<file path="src/rtl/irq_ctrl_pkg.sv">
package irq_ctrl_pkg;
  localparam logic [1:0] TRIG_LEVEL = 2'b00;
  localparam logic [1:0] TRIG_EDGE  = 2'b01;
  localparam logic [1:0] TRIG_EOI   = 2'b10;

  localparam int REG_MODE  = 0;
  localparam int REG_EDGE  = 1;
  localparam int REG_POL   = 2;
  localparam int REG_MASK  = 3;
  localparam int REG_ACK   = 4;
  localparam int REG_EOI   = 5;
  localparam int REG_CLAIM = 6;
endpackage

</file>
<file path="src/rtl/irq_sync.sv">
module irq_sync #(
  parameter int WIDTH = 4
) (
  input  logic             clk,
  input  logic             rst,
  input  logic [WIDTH-1:0] async_in,
  output logic [WIDTH-1:0] sync_out
);
  logic [WIDTH-1:0] stage1_q;
  logic [WIDTH-1:0] stage2_q;

  always_ff @(posedge clk) begin
    if (rst) begin
      stage1_q <= '0;
      stage2_q <= '0;
    end else begin
      stage1_q <= async_in;
      stage2_q <= stage1_q;
    end
  end

  assign sync_out = stage2_q;
endmodule

</file>
<file path="src/rtl/irq_line_cell.sv">
module irq_line_cell
  import irq_ctrl_pkg::*;
(
  input  logic       clk,
  input  logic       rst,
  input  logic       sync_lvl,
  input  logic [1:0] mode,
  input  logic [1:0] edge_sel,
  input  logic       act_low,
  input  logic       masked,
  input  logic       ack,
  input  logic       eoi,
  input  logic       claim,
  output logic       deliver
);
  logic prev_q, pend_q, insvc_q;
  logic is_edge, is_eoi, is_lvl;
  logic rise, fall, edge_hit, active, req;

  assign is_edge  = (mode == TRIG_EDGE);
  assign is_eoi   = (mode == TRIG_EOI);
  assign is_lvl   = !is_edge && !is_eoi;
  assign rise     = sync_lvl & ~prev_q;
  assign fall     = ~sync_lvl & prev_q;
  assign edge_hit = is_edge & ((edge_sel[0] & rise) | (edge_sel[1] & fall));
  assign active   = sync_lvl ^ act_low;

  always_ff @(posedge clk) begin
    if (rst) begin
      prev_q  <= 1'b0;
      pend_q  <= 1'b0;
      insvc_q <= 1'b0;
    end else begin
      prev_q  <= sync_lvl;
      pend_q  <= is_edge & ((pend_q & ~ack) | edge_hit);
      insvc_q <= is_eoi & ((insvc_q & ~eoi) | claim);
    end
  end

  always_comb begin
    if (is_edge)     req = pend_q;
    else if (is_eoi) req = active & ~insvc_q;
    else             req = active;
  end

  assign deliver = req & ~masked;

  // a qualifying edge is never lost, even when acked in the same cycle
  assert_edge_kept_R3: assert property (@(posedge clk) disable iff (rst)
    edge_hit |=> pend_q);

  // claim in end-of-interrupt mode marks the line in service
  assert_claim_blocks_R6: assert property (@(posedge clk) disable iff (rst)
    (is_eoi && claim) |=> insvc_q);

  // level mode holds no latched state
  assert_level_stateless_R4: assert property (@(posedge clk) disable iff (rst)
    is_lvl |=> (!pend_q && !insvc_q));
endmodule

</file>
<file path="src/rtl/irq_claim_pick.sv">
module irq_claim_pick #(
  parameter int NUM_LINES = 4,
  parameter int IDX_W     = 2
) (
  input  logic                 clk,
  input  logic                 rst,
  input  logic [NUM_LINES-1:0] ready,
  output logic                 any,
  output logic [IDX_W-1:0]     idx
);
  always_comb begin
    any = 1'b0;
    idx = '0;
    for (int i = NUM_LINES - 1; i >= 0; i--) begin
      if (ready[i]) begin
        any = 1'b1;
        idx = IDX_W'(i);
      end
    end
  end

  assert_pick_valid_R8: assert property (@(posedge clk) disable iff (rst)
    any |-> ready[idx]);

  assert_pick_none_R8: assert property (@(posedge clk) disable iff (rst)
    !any |-> (ready == '0));
endmodule

</file>
<file path="src/rtl/irq_line_ctrl.sv">
module irq_line_ctrl
  import irq_ctrl_pkg::*;
#(
  parameter int NUM_LINES = 4,
  parameter int DATA_W    = 32,
  parameter int ADDR_W    = 3
) (
  input  logic                 clk,
  input  logic                 rst,
  input  logic [NUM_LINES-1:0] irq_in,
  input  logic                 wr_en,
  input  logic                 rd_en,
  input  logic [ADDR_W-1:0]    addr,
  input  logic [DATA_W-1:0]    wr_data,
  output logic [DATA_W-1:0]    rd_data,
  output logic                 rd_valid,
  output logic                 cpu_irq
);
  localparam int IDX_W   = (NUM_LINES > 1) ? $clog2(NUM_LINES) : 1;
  localparam int FIELD_W = 2 * NUM_LINES;

  logic [FIELD_W-1:0]   mode_q, edge_q;
  logic [NUM_LINES-1:0] pol_q, mask_q;
  logic [NUM_LINES-1:0] sync_lvl, ack_vec, eoi_vec, claim_vec, ready;
  logic                 pick_any;
  logic [IDX_W-1:0]     pick_idx;
  logic                 wr_mode, wr_edge, wr_pol, wr_mask, wr_ack, wr_eoi, rd_claim;

  assign wr_mode  = wr_en && (addr == ADDR_W'(REG_MODE));
  assign wr_edge  = wr_en && (addr == ADDR_W'(REG_EDGE));
  assign wr_pol   = wr_en && (addr == ADDR_W'(REG_POL));
  assign wr_mask  = wr_en && (addr == ADDR_W'(REG_MASK));
  assign wr_ack   = wr_en && (addr == ADDR_W'(REG_ACK));
  assign wr_eoi   = wr_en && (addr == ADDR_W'(REG_EOI));
  assign rd_claim = rd_en && (addr == ADDR_W'(REG_CLAIM));

  always_ff @(posedge clk) begin
    if (rst) begin
      mode_q <= '0;
      edge_q <= {NUM_LINES{2'b01}};
      pol_q  <= '0;
      mask_q <= '1;
    end else begin
      if (wr_mode) mode_q <= wr_data[FIELD_W-1:0];
      if (wr_edge) edge_q <= wr_data[FIELD_W-1:0];
      if (wr_pol)  pol_q  <= wr_data[NUM_LINES-1:0];
      if (wr_mask) mask_q <= wr_data[NUM_LINES-1:0];
    end
  end

  assign ack_vec = wr_ack ? wr_data[NUM_LINES-1:0] : '0;

  irq_sync #(.WIDTH(NUM_LINES)) u_sync (
    .clk      (clk),
    .rst      (rst),
    .async_in (irq_in),
    .sync_out (sync_lvl)
  );

  for (genvar g = 0; g < NUM_LINES; g++) begin : g_line
    assign eoi_vec[g]   = wr_eoi && (wr_data == DATA_W'(g));
    assign claim_vec[g] = rd_claim && pick_any && (pick_idx == IDX_W'(g));

    irq_line_cell u_cell (
      .clk      (clk),
      .rst      (rst),
      .sync_lvl (sync_lvl[g]),
      .mode     (mode_q[2*g +: 2]),
      .edge_sel (edge_q[2*g +: 2]),
      .act_low  (pol_q[g]),
      .masked   (mask_q[g]),
      .ack      (ack_vec[g]),
      .eoi      (eoi_vec[g]),
      .claim    (claim_vec[g]),
      .deliver  (ready[g])
    );
  end

  irq_claim_pick #(.NUM_LINES(NUM_LINES), .IDX_W(IDX_W)) u_pick (
    .clk   (clk),
    .rst   (rst),
    .ready (ready),
    .any   (pick_any),
    .idx   (pick_idx)
  );

  always_ff @(posedge clk) begin
    if (rst) begin
      cpu_irq  <= 1'b0;
      rd_valid <= 1'b0;
      rd_data  <= '0;
    end else begin
      cpu_irq  <= |ready;
      rd_valid <= rd_en;
      if (rd_en) begin
        case (int'(addr))
          REG_MODE:  rd_data <= DATA_W'(mode_q);
          REG_EDGE:  rd_data <= DATA_W'(edge_q);
          REG_POL:   rd_data <= DATA_W'(pol_q);
          REG_MASK:  rd_data <= DATA_W'(mask_q);
          REG_CLAIM: rd_data <= pick_any ? DATA_W'(pick_idx) : '1;
          default:   rd_data <= '0;
        endcase
      end
    end
  end

  assert_irq_follows_R7: assert property (@(posedge clk) disable iff (rst)
    (|ready) |=> cpu_irq);

  assert_irq_quiet_R7: assert property (@(posedge clk) disable iff (rst)
    !(|ready) |=> !cpu_irq);

  assert_all_masked_R5: assert property (@(posedge clk) disable iff (rst)
    (&mask_q) |=> !cpu_irq);

  assert_read_latency_R8: assert property (@(posedge clk) disable iff (rst)
    rd_en |=> rd_valid);
endmodule

</file>
<file path="config.mk">
export PLATFORM = sky130hd
export DESIGN_NAME = irq_line_ctrl
export DESIGN_NICKNAME = d
export VERILOG_FILES = /design/src/rtl/irq_ctrl_pkg.sv /design/src/rtl/irq_sync.sv /design/src/rtl/irq_line_cell.sv /design/src/rtl/irq_claim_pick.sv /design/src/rtl/irq_line_ctrl.sv
export SDC_FILE = /design/constraint.sdc
export NUM_CORES = 1
export LEC_CHECK = 0
export BUFFER_PORTS_ARGS = -buffer_cell sky130_fd_sc_hd__buf_2
export CAP_MARGIN = 20
export CORE_MARGIN = 2
export CORE_UTILIZATION = 56
export CTS_CLUSTER_DIAMETER = 150
export DETAILED_ROUTE_END_ITERATION = 7
export PLACE_DENSITY = 0.85
export SYNTH_ARGS = -nofsm -noshare
export SYNTH_HDL_FRONTEND = slang
export SYNTH_SLANG_ARGS = --single-unit
</file>
<file path="constraint.sdc">
create_clock -name clk -period 5.8 [get_ports clk]
set_input_delay 1.45 -clock clk [delete_from_list [all_inputs] [get_ports clk]]
set_output_delay 1.45 -clock clk [all_outputs]
set_load 0.01 [all_outputs]
</file>
==> key figures <==
Placed design
  • Placed cell count: 391
  • PortBufs: 76
  • Placer's final routability congestion estimate: approximately 0.89
  • Placed Area: 2890 um^2
  • Place WS: between 2 and 3 ns
  • Placed wire-length estimate: 4.30 mm

Setup path
  • Crit path top cell by count: nor4_1
  • Crit. End Element: flop
  • Critical-path top delay cell: or4_1
  • Reg2Reg Depth: 5
  • R2r setup slk: 3.90 ns
  • Critical Path Fanout Max: 6
  • Critical path startpoint category: primary input
  • Reg-to-reg startpoint: mode_q[2]
  • CP Class: in2reg
  • CP Cell Sequence: buf_2 -> nor4_1 -> nand4_1 -> or4_1 -> nor4_1 -> o31ai_1
  • Reg-to-Reg End: rd_data[4]
  • CP peak stage delay: ~0.56 ns
  • WP data required: around 6 ns
  • Worst Setup SP: wr_data[3]
  • CP arrival: 3.11 ns

Pwr
  • Net load switching power: 0.167 mW
  • PwrDens: ~230 nW/um^2
  • Leak: 1.22 nW
  • Flop pwr share: between 50% and 60%
  • Clock network power share: 29.7%
  • Switching part of the total power: about a quarter
  • Int Power: 0.508 mW
  • Peak supply drop: 0.139 mV
  • Final Power: 0.675 mW
  • Comb power frac: 11.4%

Layout
  • Layout cells sized above 1: a little over a quarter
  • Antenna diodes: 0
  • Finished Core Util: between 60 and 70%
  • Synth-to-layout area growth: 11.2%
  • Non-Filler Instances: 399
  • Finished Cell Area: around 3000 um^2
  • # nets final: approximately 390

Routing
  • DR iter-0 viols: 167
  • Antenna Nets Post-Route: 0
  • 1st-pass router iterations: 5
  • DR WL/cell: 14.9 um
  • Routed vias/inst: 5.82
  • DR vias: approximately 2300
  • Routed wire length: 5.95 mm
  • Drt drc: 0

Timing
  • Unrepaired setup endpoints after global routing: false
  • PnR worst setup slack: 2.86 ns
  • WHS: 0.447 ns
  • Relative slew slack: between 30% and 40%
  • Final Hold Violating Endpoints: 0
  • Final setup fails: 0
  • Setup TNS: 0 ns
  • Final Max Tran Viols: 0
  • Min Tclk post-route: 2.94 ns
  • Fmax: 340 MHz
  • Fin crit share: 50.7%
  • Worst clock skew: 0.00242 ns
  • Worst slew pin tran: 1.00 ns

Synth
  • Synth Instances: 297
  • Synth Cell Area: 2680 um^2
  • Top-area cell type share of the netlist area: 41.2%
  • Mapped Nets: between 300 and 400
  • Most frequent cell after synthesis: dfxtp_1
  • Leading area contributor after synthesis: dfxtp_1
  • Post-synth EDFFs: 0
  • Synth cell types: 41
  • Synth top cells by count: dfxtp_1, nand2_1, buf_4
  • Synth Register Bits: 55
  • Ys async rst share: 0%
  • Top_reg_cell synth: dfxtp_1
  • Top cells by area, synth: dfxtp_1, buf_4, nand2_1, nor2b_1, a21oi_1
  • Mapped Avg Cell Area: 9.01 um^2
  • Yosys Warn Count: 0
  • Sequential share of the synthesized area: 41.2%

Clocking
  • Clk Latency, worst-skew pair: roughly 0.3 ns
  • Htree depth: 2
  • CTS tree: built
  • CTS sink count: 55
  • Total CTS buffers: 5
  • CTS Buffer Depth: 2
  • # hold bufs at CTS: 0
  • Post-CTS setup buffers: 0
  • Clk pin slew, worst setup/hold paths: about 0.09 ns
  • Cts repair resizes: 0
  • Root buffer cell: clkbuf_8

Global routing
  • First-pass GRT wire length: 9.60 mm
  • Total GRT Usage: 23.4%
  • Vias in the first global route: roughly 2000
  • Largest net degree at the start of global routing: 51
  • Total gr overflow: 0
  • Initial antenna violation count: 0

Floorplanning
  • I/O pin total: 77
  • Core area: 4660 um^2
  • Starting density of the core: 57.4%
  • Die Wd: around 73 um
  • Num rows: 25
  • Die Height: about 73 um
  • Die Area: 5350 um^2

Worst hold path
  • Hold path depth: 1
  • Worst min-delay path class: reg2reg
  • Hold worst-path end: u_sync.sync_out[1]
  • Worst Min Path Start: u_sync.stage1_q[1]

Outcome
  • Outcome: complete, no violations

Run
  • Max cap viols: 0
## sequential cells by signal, indices dropped and copies added (netlist names)
name,cells
edge_q,8
u_sync.sync_out,4
g_line.u_cell.insvc_q,4
u_sync.stage1_q,4
mask_q,4
g_line.u_cell.prev_q,4
cpu_irq,1
pol_q,4
rd_data,9
mode_q,8
rd_valid,1
g_line.u_cell.pend_q,4
## final cells by class
| cell class | count | area, um^2 |
|---|---|---|
| Fill cell | 390 | 1690 |
| Multi-Input combinational cell | 200 | 1320 |
| Sequential cell | 55 | 1100 |
| Timing Repair Buffer | 76 | 380 |
| Clock buffer | 7 | 76.3 |
| Tap cell | 54 | 67.6 |
| Inverter | 6 | 22.5 |
| Clock inverter | 1 | 5.00 |
## cells in the final DEF, fill, tap and decap left out, drive strengths merged, types with 5 or more instances in the layout
cell type,count
dfxtp,55
nand2b,9
inv,6
nor3,8
nand3b,9
nor2b,17
nor4,11
buf,76
o21ai,7
nor3b,5
clkbuf,7
nor2,16
a211o,5
nand2,43
a21oi,21
## kinds of logic (layout without fill, tap and decap cells)
logic type,Yosys count,count (layout),share of synthesized area [%]
AO/OA/AOI/OAI,49,49,14.2
AND/OR/NAND/NOR,135,135,27.3
flip-flops,55,55,41.2
XOR/XNOR,4,4,1.31
multiplexers,12,12,6.55
buffers and inverters,42,90,9.45
## per-layer routing
layer,up-vias,GRT usage (%),part of all wire [%]
li1,1117,-,-
met1,1080,31.5,43
met2,117,37.5,47
met3,8,5.25,9.1
met4,0,7.20,1.2
met5,-,0,0
## power groups by stage
stage	sequential, mW	clock [mW]	combinational, mW
4_1_cts	0.397	0.207	0.0765
6_report	0.397	0.200	0.0767
2_1_floorplan	0.406	0	0.0484
3_5_place_dp	0.406	0	0.0755
3_3_place_gp	0.406	0	0.0741
5_1_grt	0.399	0.218	0.0840
## worst max-delay path by stage
| stage | end | cells past startpoint |
|---|---|---|
| after floorplan | g_line[2].u_cell.insvc_q | 5 |
| after global placement | g_line[0].u_cell.insvc_q | 6 |
| after detailed placement | g_line[2].u_cell.insvc_q | 6 |
| after CTS | g_line[2].u_cell.insvc_q | 6 |
| after global routing | g_line[2].u_cell.insvc_q | 6 |
| final | g_line[2].u_cell.insvc_q | 6 |
## worst max-delay path, delay by kind of cell
family | cells | cell delay (ns)
and+or+nand+nor | 4 | 1.42
buffers and inverters | 1 | 0.13
AOI/OAI and AO/OA | 1 | 0.10
Note: power is estimated with default switching activity, not from simulation.
